==> src/rtl/rob_pkg.sv <==
package rob_pkg;

  typedef enum logic [1:0] {
    K_ALU    = 2'd0,
    K_LOAD   = 2'd1,
    K_STORE  = 2'd2,
    K_BRANCH = 2'd3
  } rob_kind_e;

  // Kinds whose retirement writes the register file.
  function automatic logic kind_writes_reg(rob_kind_e k);
    return (k == K_ALU) || (k == K_LOAD);
  endfunction

  function automatic logic kind_is_store(rob_kind_e k);
    return k == K_STORE;
  endfunction

  function automatic logic kind_is_branch(rob_kind_e k);
    return k == K_BRANCH;
  endfunction

endpackage

==> src/rtl/rob_ring_ctrl.sv <==
module rob_ring_ctrl #(
  parameter int DEPTH = 8,
  parameter int TAG_W = 3,
  parameter int CNT_W = 4
) (
  input  logic             clk,
  input  logic             rst_n,
  input  logic             disp_fire,
  input  logic             commit_fire,
  input  logic             flush_now,
  output logic [TAG_W-1:0] head,
  output logic [TAG_W-1:0] tail,
  output logic [CNT_W-1:0] occ,
  output logic             full
);

  localparam logic [TAG_W-1:0] LAST = TAG_W'(DEPTH - 1);

  function automatic logic [TAG_W-1:0] ring_bump(logic [TAG_W-1:0] p);
    return (p == LAST) ? '0 : p + 1'b1;
  endfunction

  function automatic logic [CNT_W-1:0] occ_step(logic [CNT_W-1:0] c, logic up, logic dn);
    return c + CNT_W'(up) - CNT_W'(dn);
  endfunction

  assign full = (occ == CNT_W'(DEPTH));

  always_ff @(posedge clk or negedge rst_n) begin
    if (!rst_n) begin
      head <= '0;
      tail <= '0;
      occ  <= '0;
    end else if (flush_now) begin
      // the mispredicted branch retires, and the tail snaps back to the new head
      head <= ring_bump(head);
      tail <= ring_bump(head);
      occ  <= '0;
    end else begin
      if (commit_fire) head <= ring_bump(head);
      if (disp_fire)   tail <= ring_bump(tail);
      occ <= occ_step(occ, disp_fire, commit_fire);
    end
  end

endmodule

==> src/rtl/rob_slot_array.sv <==
module rob_slot_array
  import rob_pkg::*;
#(
  parameter int DEPTH  = 8,
  parameter int TAG_W  = 3,
  parameter int DATA_W = 32,
  parameter int REG_W  = 5
) (
  input  logic              clk,
  input  logic              rst_n,
  input  logic              alloc_fire,
  input  logic [TAG_W-1:0]  alloc_idx,
  input  rob_kind_e         alloc_kind,
  input  logic [REG_W-1:0]  alloc_dest,
  input  logic              wb_fire,
  input  logic [TAG_W-1:0]  wb_idx,
  input  logic [DATA_W-1:0] wb_value,
  input  logic [DATA_W-1:0] wb_addr,
  input  logic              wb_mispred,
  input  logic              retire_fire,
  input  logic              flush_now,
  input  logic [TAG_W-1:0]  hd_idx,
  input  logic [TAG_W-1:0]  lk_idx,
  output logic              hd_valid,
  output logic              hd_ready,
  output rob_kind_e         hd_kind,
  output logic [REG_W-1:0]  hd_dest,
  output logic [DATA_W-1:0] hd_value,
  output logic [DATA_W-1:0] hd_addr,
  output logic              hd_mispred,
  output logic              lk_valid,
  output logic              lk_ready,
  output logic [DATA_W-1:0] lk_value
);

  logic              s_valid   [DEPTH];
  logic              s_ready   [DEPTH];
  logic              s_mispred [DEPTH];
  rob_kind_e         s_kind    [DEPTH];
  logic [REG_W-1:0]  s_dest    [DEPTH];
  logic [DATA_W-1:0] s_value   [DEPTH];
  logic [DATA_W-1:0] s_addr    [DEPTH];

  // per-slot select decode
  logic [DEPTH-1:0] sel_alloc, sel_wb, sel_retire;

  for (genvar i = 0; i < DEPTH; i++) begin : g_sel
    localparam logic [TAG_W-1:0] IDX = TAG_W'(i);
    assign sel_alloc[i]  = alloc_fire  && (alloc_idx == IDX);
    assign sel_wb[i]     = wb_fire     && (wb_idx == IDX);
    assign sel_retire[i] = retire_fire && (hd_idx == IDX);
  end

  always_ff @(posedge clk or negedge rst_n) begin
    if (!rst_n) begin
      for (int i = 0; i < DEPTH; i++) begin
        s_valid[i]   <= 1'b0;
        s_ready[i]   <= 1'b0;
        s_mispred[i] <= 1'b0;
        s_kind[i]    <= K_ALU;
        s_dest[i]    <= '0;
        s_value[i]   <= '0;
        s_addr[i]    <= '0;
      end
    end else if (flush_now) begin
      for (int i = 0; i < DEPTH; i++) begin
        s_valid[i]   <= 1'b0;
        s_ready[i]   <= 1'b0;
        s_mispred[i] <= 1'b0;
      end
    end else begin
      for (int i = 0; i < DEPTH; i++) begin
        if (sel_alloc[i]) begin
          s_valid[i]   <= 1'b1;
          s_ready[i]   <= 1'b0;
          s_mispred[i] <= 1'b0;
          s_kind[i]    <= alloc_kind;
          s_dest[i]    <= alloc_dest;
        end else if (sel_retire[i]) begin
          s_valid[i] <= 1'b0;
          s_ready[i] <= 1'b0;
        end
        // a write to a free slot is dropped
        if (sel_wb[i] && s_valid[i]) begin
          s_ready[i]   <= 1'b1;
          s_value[i]   <= wb_value;
          s_addr[i]    <= wb_addr;
          s_mispred[i] <= wb_mispred;
        end
      end
    end
  end

  // oldest-slot read port
  assign hd_valid   = s_valid[hd_idx];
  assign hd_ready   = s_ready[hd_idx];
  assign hd_kind    = s_kind[hd_idx];
  assign hd_dest    = s_dest[hd_idx];
  assign hd_value   = s_value[hd_idx];
  assign hd_addr    = s_addr[hd_idx];
  assign hd_mispred = s_mispred[hd_idx];

  // operand lookup read port
  assign lk_valid = s_valid[lk_idx];
  assign lk_ready = s_ready[lk_idx];
  assign lk_value = s_value[lk_idx];

endmodule

==> src/rtl/rob_retire_dec.sv <==
module rob_retire_dec
  import rob_pkg::*;
#(
  parameter int DATA_W = 32,
  parameter int REG_W  = 5
) (
  input  logic              hd_valid,
  input  logic              hd_ready,
  input  rob_kind_e         hd_kind,
  input  logic [REG_W-1:0]  hd_dest,
  input  logic [DATA_W-1:0] hd_value,
  input  logic [DATA_W-1:0] hd_addr,
  input  logic              hd_mispred,
  output logic              commit_fire,
  output logic              flush_now,
  output logic              rf_we,
  output logic [REG_W-1:0]  rf_waddr,
  output logic [DATA_W-1:0] rf_wdata,
  output logic              st_we,
  output logic [DATA_W-1:0] st_addr,
  output logic [DATA_W-1:0] st_data
);

  always_comb begin
    commit_fire = hd_valid && hd_ready;
    rf_we       = commit_fire && kind_writes_reg(hd_kind);
    st_we       = commit_fire && kind_is_store(hd_kind);
    flush_now   = commit_fire && kind_is_branch(hd_kind) && hd_mispred;
    rf_waddr    = hd_dest;
    rf_wdata    = hd_value;
    st_addr     = hd_addr;
    st_data     = hd_value;
  end

endmodule

==> src/rtl/rob_core.sv <==
module rob_core
  import rob_pkg::*;
#(
  parameter int DEPTH  = 8,
  parameter int DATA_W = 32,
  parameter int REG_W  = 5,
  localparam int TAG_W = (DEPTH > 1) ? $clog2(DEPTH) : 1,
  localparam int CNT_W = $clog2(DEPTH + 1)
) (
  input  logic              clk,
  input  logic              rst_n,
  input  logic              disp_valid,
  input  logic [1:0]        disp_kind,
  input  logic [REG_W-1:0]  disp_dest,
  output logic              disp_ready,
  output logic [TAG_W-1:0]  disp_tag,
  input  logic              cdb_valid,
  input  logic [TAG_W-1:0]  cdb_tag,
  input  logic [DATA_W-1:0] cdb_value,
  input  logic [DATA_W-1:0] cdb_addr,
  input  logic              cdb_mispred,
  input  logic [TAG_W-1:0]  look_tag,
  output logic              look_hit,
  output logic [DATA_W-1:0] look_value,
  output logic              rf_we,
  output logic [REG_W-1:0]  rf_waddr,
  output logic [DATA_W-1:0] rf_wdata,
  output logic              st_we,
  output logic [DATA_W-1:0] st_addr,
  output logic [DATA_W-1:0] st_data,
  output logic              flush_out
);

  // named internal events, also watched by the checker
  logic             disp_fire;
  logic             cdb_fire;
  logic             commit_fire;
  logic             flush_now;
  logic             full;
  logic [TAG_W-1:0] head;
  logic [TAG_W-1:0] tail;
  logic [CNT_W-1:0] occ;

  logic              hd_valid, hd_ready, hd_mispred;
  rob_kind_e         hd_kind;
  logic [REG_W-1:0]  hd_dest;
  logic [DATA_W-1:0] hd_value, hd_addr;
  logic              lk_valid, lk_ready;

  assign disp_ready = !full && !flush_now;
  assign disp_fire  = disp_valid && disp_ready;
  assign cdb_fire   = cdb_valid && !flush_now;
  assign disp_tag   = tail;
  assign look_hit   = lk_valid && lk_ready;
  assign flush_out  = flush_now;

  rob_ring_ctrl #(
    .DEPTH(DEPTH), .TAG_W(TAG_W), .CNT_W(CNT_W)
  ) ring_i (
    .clk         (clk),
    .rst_n       (rst_n),
    .disp_fire   (disp_fire),
    .commit_fire (commit_fire),
    .flush_now   (flush_now),
    .head        (head),
    .tail        (tail),
    .occ         (occ),
    .full        (full)
  );

  rob_slot_array #(
    .DEPTH(DEPTH), .TAG_W(TAG_W), .DATA_W(DATA_W), .REG_W(REG_W)
  ) slots_i (
    .clk         (clk),
    .rst_n       (rst_n),
    .alloc_fire  (disp_fire),
    .alloc_idx   (tail),
    .alloc_kind  (rob_kind_e'(disp_kind)),
    .alloc_dest  (disp_dest),
    .wb_fire     (cdb_fire),
    .wb_idx      (cdb_tag),
    .wb_value    (cdb_value),
    .wb_addr     (cdb_addr),
    .wb_mispred  (cdb_mispred),
    .retire_fire (commit_fire),
    .flush_now   (flush_now),
    .hd_idx      (head),
    .lk_idx      (look_tag),
    .hd_valid    (hd_valid),
    .hd_ready    (hd_ready),
    .hd_kind     (hd_kind),
    .hd_dest     (hd_dest),
    .hd_value    (hd_value),
    .hd_addr     (hd_addr),
    .hd_mispred  (hd_mispred),
    .lk_valid    (lk_valid),
    .lk_ready    (lk_ready),
    .lk_value    (look_value)
  );

  rob_retire_dec #(
    .DATA_W(DATA_W), .REG_W(REG_W)
  ) retire_i (
    .hd_valid    (hd_valid),
    .hd_ready    (hd_ready),
    .hd_kind     (hd_kind),
    .hd_dest     (hd_dest),
    .hd_value    (hd_value),
    .hd_addr     (hd_addr),
    .hd_mispred  (hd_mispred),
    .commit_fire (commit_fire),
    .flush_now   (flush_now),
    .rf_we       (rf_we),
    .rf_waddr    (rf_waddr),
    .rf_wdata    (rf_wdata),
    .st_we       (st_we),
    .st_addr     (st_addr),
    .st_data     (st_data)
  );

endmodule

==> config.mk <==
export PLATFORM = sky130hd
export DESIGN_NAME = rob_core
export DESIGN_NICKNAME = d
export VERILOG_FILES = /design/src/rtl/rob_pkg.sv /design/src/rtl/rob_ring_ctrl.sv /design/src/rtl/rob_slot_array.sv /design/src/rtl/rob_retire_dec.sv /design/src/rtl/rob_core.sv
export SDC_FILE = /design/constraint.sdc
export NUM_CORES = 1
export LEC_CHECK = 0
export CORE_ASPECT_RATIO = 2
export CORE_UTILIZATION = 45
export DETAILED_ROUTE_END_ITERATION = 12
export PLACE_DENSITY = 0.67
export RECOVER_POWER = 25
export SYNTH_ARGS = -nofsm -noshare
export SYNTH_HDL_FRONTEND = slang
export SYNTH_HIERARCHICAL = 1
export SYNTH_SLANG_ARGS = --single-unit
==> constraint.sdc <==
create_clock -name clk -period 9.2 [get_ports clk]
set_input_delay 2.3 -clock clk [delete_from_list [all_inputs] [get_ports clk]]
set_output_delay 2.3 -clock clk [all_outputs]
set_load 0.005 [all_outputs]
Yosys cells after proc, flatten, opt, wreduce, memory -nomap -nowiden
Cells that the tools add are included.
- logic and storage cells: 271
- register bits after elaboration: 602
- input port bits: 82
- output and inout port bits: 141
- reductions and logical operators: 90
- add/sub/neg operators: 4
- eq/ne operators: 25
- muxes and demuxes: 88
- order comparisons: 2
- bitwise operators: 3
- operators with widths (cell ; count):
    binary-select mux 32 bit (select 3 bit) ; 3
    two-way mux 32 bit ; 6
    two-way mux 1 bit ; 58
    nonzero test 3 bit ; 16
    logical AND 1 bit ; 41
    equality test 3 bit (second input constant) ; 12
    AND reduction 2 bit ; 16
    nonzero test 4 bit ; 8
    two-way mux 8 bit ; 3
    equality test 3 x 2 -> 1 bit (second input constant) ; 6
    two-way mux 3 bit ; 6
    binary-select mux 1 bit (select 3 bit) ; 5
    binary-select mux 5 bit (select 3 bit) ; 1
    two-way mux 5 bit ; 2
    equality test 3 x 1 -> 1 bit (second input constant) ; 3
    zero test 3 bit ; 3
    greater-or-equal comparator 4 bit (second input constant) ; 2
    inverter 3 -> 4 bit ; 2
    adder 3 x 1 -> 3 bit (second input constant) ; 2
    binary-select mux 2 bit (select 3 bit) ; 1
    adder 4 x 1 -> 4 bit ; 1
    equality test 2 bit (second input constant) ; 2
    equality test 4 bit (second input constant) ; 1
    two-way mux 2 bit ; 2
    other kinds (8) ; 10

Depth between registers and ports, before layout
Gate-level depths: netlist of run 1.
- depth after elaboration: 14
- depth in mapped cells: 14
- mapped depth without buffers: 9

Modules after synthesis
The synthesis of run 1 kept the hierarchy.
- by module, submodules not included (module ; cells each ; instances ; area an instance (sq um) ; seq. area each (sq um)):
    rob_slot_array ; 1728 ; 1 ; 29569.6 ; 14814.2
    rob_retire_dec ; 107 ; 1 ; 802.0 ; 0.0
    rob_ring_ctrl ; 54 ; 1 ; 599.3 ; 250.2
    rob_core ; 4 ; 1 ; 28.8 ; 0.0

Worst setup path before layout of run 1
Ideal clock, no wire load.
- path type: in2out
- start: input port look_tag[0]
- end: output port look_hit
- data required time: 6.900 ns
- stages: 5
- buffers on the path: 2
- path slack: 3.276 ns
- arrival time: 3.624 ns
- path through: clkbuf_2 buf_2 mux4_2 mux2_2 and2_1
- longest elaborated chain between the ends: 5
- elaborated cells between the ends (all ways): 8
- classes of those cells: mux (6); bitwise (1); reduce/logical (1)
- RTL lines (what ; line ; RTL):
    from (decl) ; rob_core.sv:22 ; input logic [TAG_W-1:0] look_tag,
    inverter 3 -> 4 bit (implied by the code) ; rob_slot_array.sv:105 ; assign lk_ready = s_ready[lk_idx];
    binary-select mux 1 bit (select 3 bit) ; rob_slot_array.sv:105 ;
    two-way mux 1 bit (implied by the code) (2 in series) ; rob_slot_array.sv:105 ;
    net lk_ready ; rob_core.sv:48 ; logic lk_valid, lk_ready;
    logical AND 1 bit ; rob_core.sv:54 ; assign look_hit = lk_valid && lk_ready;
    to (decl) ; rob_core.sv:23 ; output logic look_hit,
The timed path passes the listed nets, and every way through them passes these cells. The select of a mux whose other input is x is not followed.

Final worst setup path of run 1
- start: input port look_tag[0]
- end: output port look_value[27]
- longest elaborated chain between the ends: 4
- RTL lines (what ; line ; RTL):
    inverter 3 -> 4 bit (implied by the code) ; rob_slot_array.sv:106 ; assign lk_value = s_value[lk_idx];
    binary-select mux 32 bit (select 3 bit) ; rob_slot_array.sv:106 ;
    two-way mux 32 bit (implied by the code) (2 in series) ; rob_slot_array.sv:106 ;
    to (decl) ; rob_core.sv:24 ; output logic [DATA_W-1:0] look_value,
No other way between the ends. The select of a mux whose other input is x is not followed.

==> impl_metrics.toml, run 1 <==
[cells_and_area]
n_antenna_cell = 0
multi_input_area_sq_mm = 0.01409
finalNetCount = 2061
drive_gt1_share_pct = 48.41
syn_to_final_growth_pct = 11.90
register_area_sq_mm = 0.01507
n_fill_cell = 5653

[worst_setup_path]
worst-path-buf-inv = 3
path_cells = "buf_4, buf_12, mux4_2, mux2_2, clkdlybuf4s50_1"
worst_path_max_delay_cell = "buf_4"
r2r_cells = 11
rrSetupSlack_ns = 2.98
arrival_ns = 4.69
crit_type = "input pin to primary output"
start_kind = "input pin"
worst-path-max-fanout = 38
cp.required_ns = 6.90
max_stage_delay_ns = 0.62
end_kind = "primary output"
critical-path-top-delay-family = "buffers and inverters"
r2r-end = "slots_i/s_value[183]"
r2r-start = "ring_i/head[1]"

[clocking]
root_buffer = "clkbuf_16"
ctsHoldBuffers = 0
cts_made_buffers = 56
insertion_delay_ns = 0.62
htreeDepth = 2
cts_setup_buffers = 0
cts_tree = "done"
post_cts_resized = 0
clk_pin_slew_ns = 0.06
clockBufferDepth = 3
cts_sinks = 602

[routing]
ant_nets = 0
wl_per_cell_um = 25.15
vias = 16856
via_per_inst = 5.804
first_pass_iters = 5
totalWireLength_mm = 73.03
first_iter_violations = 707
drc_errors = 0

[power]
switching_share_pct = 29.71
comb_power_share_pct = 44.0
p_per_area_mw_per_mm2 = 375.0
p_leak_nw = 14.37
seqPwrFrac_pct = 37.4
clkPwrFrac_pct = 18.6
ir_drop_uv = 279.9
finalPower_mw = 13.01
p_sw_mw = 3.865
p_int_mw = 9.145

[timing]
skew_ns = 0.02619
finalHoldViolations = 0
rsz0062_at_grt = "false"
finalCritPeriodShare_pct = 75.94
finalSetupViolations = 0
setup_tns_ns = 0
fmax_mhz = 143.1
drv_slew = 316
relSlewSlack_pct = -196.7
fin_crit_ns = 6.987
worstMarginPinSlew_ns = 4.450

[die]
die_h_um = 373.2
io_pins = 223
die_w_um = 187.6
row_count = 135
dieArea_sq_mm = 0.07000
core-area_sq_mm = 0.06790
start_util_pct = 45.65

[yosys]
yosysWarnings = 6
synth_flop_cell = "dfrtp_1"
synth_edf_count = 0
synthCells = 1893
synthTopCellsByCount = "602 x dfrtp_1, 460 x mux2_2, 216 x mux4_2, 145 x mux2_4, 125 x buf_4"
synth.distinct_cells = 58
yosys-top-cells-area = "dfrtp_1 49%, mux2_2 17%, mux4_2 16%, mux2_4 7.0%, buf_4 3.0%"
synthArstFlopShare_pct = 100.0
syn-cell-area_sq_mm = 0.03100
synth_nets = 1985
netlist.area_leader.share_pct = 48.60
post_synth.cell_area_avg_sq_um = 16.38
yosysTopAreaCell = "dfrtp_1"
ys_seq_elements = 602
yosys.cell_count.top_type = "dfrtp_1"
synth_seq_area_share_pct = 48.60

[worst_hold_path]
worstHoldStart = "slots_i/s_addr[219]"
holdPathStages = 1
hold_class = "flop to flop"
min_delay_worst_endpoint = "slots_i/s_addr[219]"

[placement]
gp_congestion = 0.7866
dp_hpwl_mm = 44.30
io_buffers = 222

[grt]
grt_pass1_vias = 19182
grt-ovfl-total = 0
grt.total_usage_pct = 21.36
grt_max_degree = 180
grt_pass1_wl_mm = 115.5
antenna_found_initial = 5

[run_status]
violations = "max-capacitance violations, max-slew violations"
outcome = "finished with violations"

[flow_run]
drv_cap = 4
==> cells by family (layout without fill, tap and decap cells) <==
group,Yosys count,count (layout),share of synthesized area (%)
adder cells (fa/ha/maj),10,10,0.4278
AO/OA/AOI/OAI,45,45,1.170
multiplexers,886,886,41.78
buffers and inverters,243,364,6.050
XOR/XNOR,1,1,0.02826
AND/OR/NAND/NOR,106,106,1.950
flip-flops,602,602,48.60
==> how the worst max path moves through the flow <==
stage / start / end / slack, ns / cells after the start
3_5_place_dp: look_tag[0] / look_value[27] / 2.17 / 5
5_1_grt: rst_n / slots_i/s_value[23] / 1.49 / 2
4_1_cts: look_tag[0] / look_value[27] / 2.16 / 5
2_1_floorplan: look_tag[0] / look_hit / 3.28 / 5
6_report: look_tag[0] / look_value[27] / 2.21 / 5
3_3_place_gp: look_tag[0] / look_value[27] / 2.18 / 5
==> flip-flops by register name, summed over array words and instances, names as in the netlist <==
register           flops
ring_i/head            3
ring_i/occ             4
ring_i/tail            3
slots_i/s_addr       256
slots_i/s_dest        40
slots_i/s_kind        16
slots_i/s_mispred      8
slots_i/s_ready        8
slots_i/s_valid        8
slots_i/s_value      256
==> layer usage <==
layer  vias up  GRT usage, %  wire [um]
li1       7158             -          -
met1      9152         25.75      28540
met2       398         38.27      38910
met3       138         3.560       3217
met4        10         7.348       2289
met5         -             0         65
==> cell type report <==
class                           count  area share, %
Multi-Input combinational cell   1048          40.62
Inverter                           10         0.1082
Tap cell                          890          3.210
Timing Repair Buffer              251          7.124
Sequential cell                   602          43.45
Clock inverter                     25         0.9198
Clock buffer                       78          4.566
==> per-stage QoR <==
stage,worst slack (ns),utilization [%],area [sq um],hold slack [ns],cells
5_1_grt,1.489,51.09,34690,0.5021,2904
2_1_floorplan,3.276,-,31000,0.4524,1893
3_5_place_dp,2.169,48.33,32820,0.4743,2801
3_3_place_gp,2.181,48.33,32820,0.4619,2801
4_1_cts,2.163,51.13,34720,0.4884,2904
6_report,2.213,51.09,34690,0.4814,2904
==> power by group through the flow <==
| stage | registers, mW | logic, mW | clock network (mW) |
|---|---|---|---|
| finish | 4.86 | 5.73 | 2.42 |
| global route | 5.04 | 6.14 | 2.59 |
| CTS | 4.86 | 5.83 | 2.50 |
| detailed placement | 4.90 | 5.80 | 0 |
| global placement | 4.79 | 5.67 | 0 |
| floorplan | 4.44 | 4.67 | 0 |
==> cell usage in the layout (no fill, tap or decap), drive strengths merged, types with 3 or more instances in the layout <==
cell type	count
ha	9
nor3b	3
bufinv	6
o41ai	5
nand2	41
a32o	4
dfrtp	602
clkdlybuf4s50	218
nand4b	3
clkinv	19
a21bo	3
a21o	3
and3	3
a31o	8
nand2b	3
buf	29
nor2	19
a21oi	6
o21ai	3
nand3	7
mux4	216
nand3b	5
nor2b	9
o2111ai	5
clkbuf	82
mux2	668
a31oi	3
inv	9
(Power assumes the default switching activity.)
==> inputs of run 2 (changes only) <==
==> constraint.sdc (replaced) <==
create_clock -name clk -period 7.2 [get_ports clk]
set_input_delay 1.8 -clock clk [delete_from_list [all_inputs] [get_ports clk]]
set_output_delay 1.8 -clock clk [all_outputs]
set_load 0.005 [all_outputs]
==> impl_metrics.toml, run 2 (same netlist as run 1, synthesis figures left out) <==
[run_status]
outcome = "finished with violations"
violations = "max-capacitance violations, max-slew violations"

[routing]
vias = 17033
wl_per_cell_um = 25.30
ant_nets = 0
via_per_inst = 5.851
drc_errors = 0
first_pass_iters = 4
first_iter_violations = 688
totalWireLength_mm = 73.66

[timing]
skew_ns = 0.01823
relSlewSlack_pct = -112.2
worstMarginPinSlew_ns = 3.184
finalHoldViolations = 0
finalSetupViolations = 0
setup_tns_ns = 0
holdWs_ns = 0.4903
rsz0062_at_grt = "false"
drv_slew = 215
fmax_mhz = 173.4
finalCritPeriodShare_pct = 80.11
fin_crit_ns = 5.768

[worst_setup_path]
worst_path_max_delay_cell = "mux4_2"
cp.required_ns = 5.40
worst-path-max-fanout = 28
max_stage_delay_ns = 0.52
worst-path-buf-inv = 3
path_cells = "buf_4, buf_4, mux4_2, mux2_2, clkdlybuf4s50_1"
r2r_cells = 10
end_kind = "primary output"
crit_top_cell = "buf_4"
cp_num_cells = 5
critical-path-top-delay-family = "buffers and inverters"
crit_type = "input pin to primary output"
arrival_ns = 3.97
start_kind = "input pin"

[grt]
grt_max_degree = 160
grt_pass1_wl_mm = 117.0
grt-ovfl-total = 0
grt_pass1_vias = 19270
antenna_found_initial = 3
grt.total_usage_pct = 21.67

[die]
die_h_um = 373.2
die_w_um = 187.6
start_util_pct = 45.65
row_count = 135
dieArea_sq_mm = 0.07000
core-area_sq_mm = 0.06790
io_pins = 223

[worst_hold_path]
holdPathStages = 1
hold_class = "flop to flop"

[placement]
postPlaceCellArea_sq_mm = 0.03293
io_buffers = 222
gp_congestion = 0.7890
dp.cells = 2807
dp_hpwl_mm = 44.41

[clocking]
cts_sinks = 602
cts_tree = "done"
clk_pin_slew_ns = 0.06
htreeDepth = 2
post_cts_resized = 0
cts_made_buffers = 56
insertion_delay_ns = 0.62
ctsHoldBuffers = 0
cts_setup_buffers = 0
root_buffer = "clkbuf_16"
clockBufferDepth = 3

[cells_and_area]
mostFrequentLayoutCell = "dfrtp_1"
drive_gt1_share_pct = 48.84
fin_area_sq_mm = 0.03483
final_core_util_pct = 51.29
instances_no_fill = 2911
syn_to_final_growth_pct = 12.34
final_cell_mix = "599 x dfrtp_1, 460 x mux2_2, 218 x clkdlybuf4s50_1"
top_regs = "slots_i/s_addr: 256 flops, slots_i/s_value: 256 flops, slots_i/s_dest: 40 flops"
finalNetCount = 2067

[power]
p_per_area_mw_per_mm2 = 479.7
p_sw_mw = 4.947
seqPwrFrac_pct = 37.6
p_leak_nw = 14.44
ir_drop_uv = 262.2
clkPwrFrac_pct = 18.8
comb_power_share_pct = 43.6
switching_share_pct = 29.61
p_int_mw = 11.76

[flow_run]
drv_cap = 3
## run 2: power by group through the flow
stage          clock (mW)  sequential (mW)  combinational, mW
2_1_floorplan           0             5.68               5.97
3_3_place_gp            0             6.20               7.21
3_5_place_dp            0             6.33               7.35
4_1_cts              3.23             6.28               7.40
5_1_grt              3.35             6.51               7.82
6_report             3.13             6.28               7.29
## run 2: worst register-to-register path, stage by stage (launching register included)
cell and delay (ns):
dfrtp_4 1.17, mux4_2 0.61, mux2_2 0.31, nand3_2 0.09, nor2_2 0.04, buf_4 0.25
nor2b_1 0.36, or3b_4 0.47, nor2_4 0.80, buf_12 0.35, mux2_1 0.40
## run 2: stage by stage
stage,power (mW),setup WS [ns]
3_3_place_gp,13.42,1.403
2_1_floorplan,11.65,2.276
3_5_place_dp,13.69,1.403
6_report,16.70,1.432
5_1_grt,17.67,1.297
4_1_cts,16.91,1.392
## run 2: worst paths after layout
kind / from / endpoint / slack, ns
setup / recovery: look_tag[0] / look_value[25] / 1.43
hold / removal: slots_i/s_addr[125] / slots_i/s_addr[125] / 0.49
setup reg to reg: ring_i/head[1] / slots_i/s_value[220] / 2.24
hold reg to reg: slots_i/s_addr[125] / slots_i/s_addr[125] / 0.49
max in group asynchronous: rst_n / slots_i/s_value[167] / 2.14
min in group asynchronous: rst_n / slots_i/s_addr[178] / 2.19
## run 2: area by class of cell
cell class	count	area [sq um]
fill	5702	33080
sequential	602	15080
multi-input combinational	1048	14090
timing repair buffer	257	2574
clock buffer	82	1670
tap	890	1114
clock inverter	20	256.5
inverter	10	37.54
antenna	2	5.005
## run 2: layer usage
| layer | vias to the layer above | global-route usage [%] | share of wire (%) |
|---|---|---|---|
| met4 | 4 | 7.578 | 3.1 |
| met5 | - | 0 | 0.033 |
| met3 | 130 | 3.757 | 4.4 |
| met2 | 411 | 38.62 | 53 |
| met1 | 9288 | 26.18 | 39 |
| li1 | 7200 | - | - |
==> inputs of run 3 (changes only) <==
==> constraint.sdc (replaced) <==
create_clock -name clk -period 5.8 [get_ports clk]
set_input_delay 1.45 -clock clk [delete_from_list [all_inputs] [get_ports clk]]
set_output_delay 1.45 -clock clk [all_outputs]
set_load 0.005 [all_outputs]
==> impl_metrics.toml, run 3 (same netlist as run 1, synthesis figures left out) <==
[die]
start_util_pct = 45.65
io_pins = 223
die_h_um = 373.2
die_w_um = 187.6
dieArea_sq_mm = 0.07000
row_count = 135
core-area_sq_mm = 0.06790

[routing]
drc_errors = 0
wl_met3_mm = 3.639
first_pass_iters = 4
ant_nets = 0
top_layer = "met5"
wl_met1_mm = 28.72
wl_per_cell_um = 25.56
dr_wl_met2_mm = 39.98
via_per_inst = 5.834
vias = 16988
totalWireLength_mm = 74.43
first_iter_violations = 741

[worst_setup_path]
path_cells = "buf_4, mux4_2, mux2_4, clkdlybuf4s50_1"
crit_type = "flop to primary output"
r2r-start = "ring_i/head[1]"
arrival_ns = 3.56
end_kind = "primary output"
worst_path_max_delay_cell = "dfrtp_4"
start_kind = "flop"
r2r_cells = 9
rrSetupSlack_ns = 1.31
max_stage_delay_ns = 0.90
r2r-end = "slots_i/s_value[179]"
worst-path-max-fanout = 36
cp.required_ns = 4.35

[grt]
grt_pass1_vias = 19369
antenna_found_initial = 7
grt_pass1_wl_mm = 117.2
grt.total_usage_pct = 21.79
grt_max_degree = 141
grt-ovfl-total = 0

[power]
ir_drop_uv = 347.7
comb_power_share_pct = 44.1
p_int_mw = 14.53
p_per_area_mw_per_mm2 = 593.5
switching_share_pct = 29.81
p_leak_nw = 14.45
clkPwrFrac_pct = 18.5
p_sw_mw = 6.171
seqPwrFrac_pct = 37.4

[placement]
gp_congestion = 0.7991
dp.cells = 2810
io_buffers = 222
postPlaceCellArea_sq_mm = 0.03300
dp_hpwl_mm = 45.40
pre_cts_slack_ns = 0.8362

[clocking]
clockBufferDepth = 3
clk_pin_slew_ns = 0.07
ctsHoldBuffers = 0
htreeDepth = 2
insertion_delay_ns = 0.65
cts_sinks = 602
post_cts_resized = 0
cts_setup_buffers = 0
cts_tree = "done"
cts_made_buffers = 57
root_buffer = "clkbuf_16"

[timing]
finalCritPeriodShare_pct = 86.33
fin_crit_ns = 5.007
drv_slew = 141
worstMarginPinSlew_ns = 3.153
fmax_mhz = 199.7
relSlewSlack_pct = -110.2
holdWs_ns = 0.4819
layout_setup_ws_ns = 0.7929
finalHoldViolations = 0
skew_ns = 0.04281
rsz0062_at_grt = "false"
setup_tns_ns = 0
finalSetupViolations = 0

[cells_and_area]
final_cell_mix = "599 x dfrtp_1, 460 x mux2_2, 218 x clkdlybuf4s50_1"
mostFrequentLayoutCell = "dfrtp_1"
drive_gt1_share_pct = 48.76
instances_no_fill = 2912
top_regs = "slots_i/s_addr: 256 flops, slots_i/s_value: 256 flops, slots_i/s_dest: 40 flops"
finalNetCount = 2071
syn_to_final_growth_pct = 12.52
fin_area_sq_mm = 0.03488

[run_status]
outcome = "finished with violations"
violations = "max-capacitance violations, max-slew violations"

[worst_hold_path]
worstHoldStart = "slots_i/s_addr[109]"
holdPathStages = 1
hold_class = "flop to flop"
min_delay_worst_endpoint = "slots_i/s_addr[109]"

[flow_run]
drv_cap = 2
-- run 3: cell type report --
| cell class | count | area, sq um |
|---|---|---|
| Timing Repair Buffer | 260 | 2654 |
| Clock inverter | 22 | 276.5 |
| Antenna cell | 2 | 5.005 |
| Tap cell | 890 | 1114 |
| Clock buffer | 78 | 1627 |
| Inverter | 10 | 37.54 |
| Sequential cell | 602 | 15080 |
| Multi-Input combinational cell | 1048 | 14090 |
| Fill cell | 5667 | 33020 |
-- run 3: routing by layer --
layer,GRT usage (%),vias to the layer above
li1,-,7191
met1,25.69,9269
met2,39.32,400
met3,4.255,120
met4,7.348,8
met5,0,-
-- run 3: worst max-delay path by stage --
stage	from	end	cells after the start
after floorplan	look_tag[0]	look_hit	5
after global placement	look_tag[0]	look_value[4]	5
after detailed placement	look_tag[0]	look_value[4]	5
after CTS	ring_i/head[0]	st_addr[0]	4
after global routing	rst_n	ring_i/head[2]	2
final	ring_i/head[0]	st_addr[31]	4
-- run 3: power by group through the flow --
stage | logic (mW) | registers, mW | clock network (mW)
2_1_floorplan | 7.41 | 7.05 | 0
5_1_grt | 9.79 | 8.01 | 4.10
6_report | 9.12 | 7.75 | 3.83
3_3_place_gp | 9.05 | 7.63 | 0
4_1_cts | 9.28 | 7.74 | 3.95
3_5_place_dp | 9.23 | 7.80 | 0
-- run 3: stage by stage --
step	total power [mW]	utilization (%)
after floorplan	14.46	-
after global placement	16.68	48.60
after detailed placement	17.04	48.60
after CTS	20.98	51.40
after global routing	21.90	51.37
final	20.70	51.37
-- run 3: critical path, delay by kind of cell, from the launching register on --
family / cells / cell delay, ns
flops: 1 / 0.90
mux: 2 / 0.87
buf+inv: 2 / 1.10
